[src/rtl/ldi_pkg.sv]
package ldi_pkg;

    // Instruction geometry, bit numbers counted from the MSB side
    localparam int INSTR_W   = 32;
    localparam int OPC_W     = 6;
    localparam int REG_W     = 5;
    localparam int NUM_SRC   = 2;
    localparam int OPC_LSB   = INSTR_W - OPC_W;
    localparam int SRC0_LSB  = OPC_LSB - REG_W;
    // The load destination shares the second source slot
    localparam int DST_LSB   = SRC0_LSB - REG_W;
    localparam int TAIL_W    = DST_LSB;

    localparam logic [OPC_W-1:0] LOAD_OPC = 6'b100011;

    typedef logic [INSTR_W-1:0] instr_t;
    typedef logic [REG_W-1:0]   reg_idx_t;

    typedef struct packed {
        logic [OPC_W-1:0]           opc;
        reg_idx_t [NUM_SRC-1:0]     src;
        reg_idx_t                   dst;
        logic [TAIL_W-1:0]          tail;
    } fields_t;

endpackage

[src/rtl/ldi_field_dec.sv]
module ldi_field_dec
    import ldi_pkg::*;
(
    input  instr_t  instr_i,
    output fields_t fields_o,
    output logic    is_load_o
);

    for (genvar k = 0; k < NUM_SRC; k++) begin : g_src
        assign fields_o.src[k] = instr_i[SRC0_LSB - k*REG_W +: REG_W];
    end

    assign fields_o.opc  = instr_i[OPC_LSB +: OPC_W];
    assign fields_o.dst  = instr_i[DST_LSB +: REG_W];
    assign fields_o.tail = instr_i[TAIL_W-1:0];
    assign is_load_o     = (instr_i[OPC_LSB +: OPC_W] == LOAD_OPC);

endmodule

[src/rtl/ldi_hazard_cmp.sv]
module ldi_hazard_cmp
    import ldi_pkg::*;
#(
    parameter int N_SRC = NUM_SRC
) (
    input  logic                  load_vld_i,
    input  reg_idx_t              load_dst_i,
    input  reg_idx_t [N_SRC-1:0]  src_i,
    output logic                  hit_o
);

    logic [N_SRC-1:0] match;

    for (genvar k = 0; k < N_SRC; k++) begin : g_cmp
        assign match[k] = (src_i[k] == load_dst_i);
    end

    assign hit_o = load_vld_i && (|match);

endmodule

[src/rtl/ldi_interlock.sv]
module ldi_interlock
    import ldi_pkg::*;
#(
    parameter int ADDR_W = 32
) (
    input  logic              clk_i,
    input  logic              rst_i,
    input  logic [ADDR_W-1:0] pc_next_i,
    input  logic [ADDR_W-1:0] fd_npc_next_i,
    input  logic [31:0]       fd_ir_next_i,
    output logic [ADDR_W-1:0] pc_o,
    output logic [ADDR_W-1:0] fd_npc_o,
    output logic [31:0]       fd_ir_o,
    output logic [31:0]       ex_ir_o,
    output logic              stall_o
);

    localparam instr_t BUBBLE = '0;

    typedef struct packed {
        logic [ADDR_W-1:0] pc;
        logic [ADDR_W-1:0] npc;
        instr_t            fd_ir;
        instr_t            ex_ir;
    } state_t;

    state_t  state_d, state_q;
    fields_t fd_fields, ex_fields;
    logic    fd_is_load, ex_is_load;
    logic    hazard;

    // Field extraction for both stages
    ldi_field_dec u_dec_fd (
        .instr_i   (state_q.fd_ir),
        .fields_o  (fd_fields),
        .is_load_o (fd_is_load)
    );

    ldi_field_dec u_dec_ex (
        .instr_i   (state_q.ex_ir),
        .fields_o  (ex_fields),
        .is_load_o (ex_is_load)
    );

    // Load destination against every decode source
    ldi_hazard_cmp #(.N_SRC(NUM_SRC)) u_cmp (
        .load_vld_i (ex_is_load),
        .load_dst_i (ex_fields.dst),
        .src_i      (fd_fields.src),
        .hit_o      (hazard)
    );

    // Next-state selection
    always_comb begin
        state_d = state_q;
        if (hazard) begin
            state_d.ex_ir = BUBBLE;
        end else begin
            state_d.pc    = pc_next_i;
            state_d.npc   = fd_npc_next_i;
            state_d.fd_ir = fd_ir_next_i;
            state_d.ex_ir = state_q.fd_ir;
        end
    end

    always_ff @(posedge clk_i) begin
        if (rst_i) begin
            state_q <= '0;
        end else begin
            state_q <= state_d;
        end
    end

    assign pc_o     = state_q.pc;
    assign fd_npc_o = state_q.npc;
    assign fd_ir_o  = state_q.fd_ir;
    assign ex_ir_o  = state_q.ex_ir;
    assign stall_o  = hazard;

endmodule

[config.mk]
export PLATFORM = sky130hd
export DESIGN_NAME = ldi_interlock
export DESIGN_NICKNAME = d
export VERILOG_FILES = /design/src/rtl/ldi_pkg.sv /design/src/rtl/ldi_field_dec.sv /design/src/rtl/ldi_hazard_cmp.sv /design/src/rtl/ldi_interlock.sv
export SDC_FILE = /design/constraint.sdc
export NUM_CORES = 1
export LEC_CHECK = 0
export BUFFER_PORTS_ARGS = -buffer_cell sky130_fd_sc_hd__buf_2
export CORE_UTILIZATION = 40
export DETAILED_ROUTE_END_ITERATION = 8
export PLACE_DENSITY = 0.81
export SLEW_MARGIN = 20
export SYNTH_ARGS = -nofsm -noshare
export SYNTH_HDL_FRONTEND = slang
export SYNTH_HIERARCHICAL = 1
export SYNTH_SLANG_ARGS = --single-unit
[constraint.sdc]
create_clock -name clk_i -period 1.85 [get_ports clk_i]
set_input_delay 0.185 -clock clk_i [delete_from_list [all_inputs] [get_ports clk_i]]
set_output_delay 0.185 -clock clk_i [all_outputs]
set_load 0.01 [all_outputs]
==> summary.md <==
| Metric | Value |
|---|---|
| Outcome | `complete, but fails checks` |
| Failing checks | `setup timing` |
| Global-route wire length before repair | `20.8 mm` |
| Vias per cell | `4.64` |
| Nets | `835` |
| Critical Path Slowest Stage Cell | `dfxtp_1` |
| Initial cell density of the core | `41.4%` |
| Sequential power share | `44.3%` |
| Hold endpoint | `ex_ir_o[8]` |
| Ant diodes | `0` |
| CP bufs+invs | `4` |
| Crit Path Max Fanout | `8` |
| Iteration-0 DRC Markers | `214` |
| Placed insts | `753` |
| Final std cells w/o fill | `889` |
| Sw frac | `22.5%` |
| Final hold violations | `0` |
| Top delay family on crit path | `simple AND/OR/NAND/NOR gates` |
| Worst setup margin | `-0.182 ns` |
| Ports placed on the boundary | `227` |
| RR Endpoint | `pc_o[15]` |
| Gate power share | `10.6%` |
| H-tree depth | `4` |
| Lkg Pwr | `3.43 nW` |
| Antenna violations before repair | `0` |
| R2r startpoint | `ex_ir_o[30]` |
| Row cnt | `38` |
| Area delta synth->final | `66.1%` |
| Pwr dens | `902 nW/um^2` |
| Post-synthesis cell count | `410` |
| Mapped Area | `4510 um^2` |
| Fin Clk Skew | `0.00720 ns` |
| DP Wirelength | `7.72 mm` |
| # clock sinks | `128` |
| Critical path type | `register to register` |
| Die area | `11700 um^2` |
| Worst vdd ir | `0.612 mV` |
| Syn Area/Cell | `11.0 um^2` |
| Final Power | `6.76 mW` |
| WL final | `14.1 mm` |
| Final worst path period need | `2.03 ns` |
| Clock latency at the later pin of the worst-skew pair | `0.51 ns` |
| Fmax | `492 MHz` |
| Slew of the pin with the lowest slew margin | `1.01 ns` |
| CP peak stage delay | `0.30 ns` |
| RSZ-0062 raised after global routing | `true` |
| Internal Pwr Total | `5.24 mW` |
| CTS max path bufs | `2` |
| Max Cap Viol | `0` |
| Buffers on Ports | `226` |
| R2R cell count | `10` |
| Share of layout cells above drive strength 1 | `38.6%` |
| Largest net degree at the start of global routing | `97` |
| Req. time, crit path | `2.18 ns` |
| GPL Wtd Cong | `0.758` |
| Final Max Slew Viols | `0` |
| Core ar. | `10900 um^2` |
| Vias | `4123` |
| Critical Path Start Type | `register` |
| Cell Chain, Critical Path | `nand4b_1 > nor3_2 > nand2_1 > o22ai_4 > buf_6 > buf_6 > buf_12 > buf_16 > mux2i_1 > nor2_1` |
| Die W | `108 um` |
| Hold Path Class | `input port to register` |
| Crit path DAT | `2.36 ns` |
| CP most frequent cell | `buf_6` |
| Relative slew slack | `32.7%` |
| TritonRoute pass-1 iters | `4` |
| Net Sw Power | `1.52 mW` |
| CTS Buf Count | `17` |
| GRT overflow | `0` |
| Post-route clock period utilization | `110%` |
| Clock share of power | `45.2%` |
| CTS root buf | `clkbuf_8` |
| Yosys warns | `6` |
| Vias in the first global route | `4259` |
| CTS clock-pin slew for the worst setup and hold paths | `0.06 ns` |
| Hold Crit Depth | `3` |
| Global-route usage over all layers | `23.5%` |
| Post-DR wirelength/cell | `15.9 um` |
| Synthesized net count | `508` |
| Die height | `108 um` |
| Worst setup EP type | `register` |
| Post-route DRC | `0` |
| Final setup viols | `78` |
| Reg2reg setup slack | `-0.18 ns` |
| CTS tree | `done` |
| Remaining antenna violation count | `0` |
| HP Start | `rst_i` |
==> what timing repair did <==
item                                    in CTS  in global routing
buffers inserted                             6                  0
gates resized for setup                     18                  7
pin swaps                                    3                  4
endpoints found under the setup margin      93                129
gates cloned                                 5                  0
hold buffers                                96                  0
endpoints found under the hold margin       96                  0
==> metrics by stage <==
| step | setup slack, ns | utilization [%] | cell area (um^2) | setup TNS, ns | hold WS (ns) |
|---|---|---|---|---|---|
| 6_report | -0.182 | 68.8 | 7490 | -6.89 | 0.156 |
| 4_1_cts | -0.295 | 68.7 | 7480 | -15.87 | 0.136 |
| 2_1_floorplan | 0.0347 | - | 4520 | 0 | 0.329 |
| 5_1_grt | -0.268 | 68.8 | 7490 | -14.82 | 0.150 |
| 3_5_place_dp | -0.117 | 52.4 | 5710 | -4.08 | 0.421 |
| 3_3_place_gp | 0.0296 | 52.4 | 5710 | 0 | 0.413 |
==> layer usage <==
metal | up-vias | global-route usage (%) | routed length, um
met2 | 182 | 42.6 | 7230
met3 | 28 | 6.87 | 943
met5 | - | 0 | 0
li1 | 1979 | - | -
met1 | 1934 | 25.1 | 5660
met4 | 0 | 10.3 | 284
==> worst max-delay path by stage <==
| stage | from | end | slack, ns | cells past startpoint |
|---|---|---|---|---|
| CTS | ex_ir_o[30] | stall_o | -0.29 | 7 |
| global route | ex_ir_o[30] | stall_o | -0.27 | 7 |
| floorplan | fd_ir_o[23] | fd_npc_o[20] | 0.03 | 9 |
| detailed placement | fd_ir_o[23] | ex_ir_o[19] | -0.12 | 5 |
| finish | ex_ir_o[30] | pc_o[15] | -0.18 | 10 |
| global placement | ex_ir_o[30] | fd_ir_o[9] | 0.03 | 8 |
==> final cells by class <==
cell class / instances / area, um^2
timing repair buffer: 348 / 2490
sequential: 128 / 2560
fill: 734 / 3400
tap: 140 / 175
clock inverter: 6 / 55.1
multi-input combinational: 242 / 1710
clock buffer: 25 / 494
==> sequential cells by signal, summed over array words and instances (netlist names) <==
name	count
ex_ir_o	32
pc_o	32
fd_ir_o	32
fd_npc_o	32
==> cell usage in the layout, fill, tap and decap left out <==
master and n:
clkbuf_1 3, xnor2_1 10, nor3_2 1, clkinv_2 5, buf_2 225, and2_1 32
nor2_4 1, clkbuf_16 16, bufinv_16 1, mux2i_4 1, buf_16 3, buf_8 2
buf_6 4, dfxtp_1 128, o22ai_4 1, nand4_1 2, buf_4 11, nand4b_1 1
dlygate4sd3_1 96, buf_12 5, mux2i_2 5, bufbuf_16 2, nand2_1 2, nor2_1 96
clkbuf_8 6, mux2i_1 90
==> power groups by stage <==
stage / logic [mW] / clock network (mW) / registers, mW
2_1_floorplan: 0.197 / 0 / 3.09
3_3_place_gp: 0.512 / 0 / 3.03
3_5_place_dp: 0.526 / 0 / 3.04
4_1_cts: 0.687 / 3.11 / 2.98
5_1_grt: 0.768 / 3.25 / 3.00
6_report: 0.713 / 3.05 / 2.99
==> tightest hold or removal path, stage by stage <==
cell and delay (ns):
buf_2 0.12, nor2_4 0.13, and2_1 0.18
(Power assumes the default switching activity.)
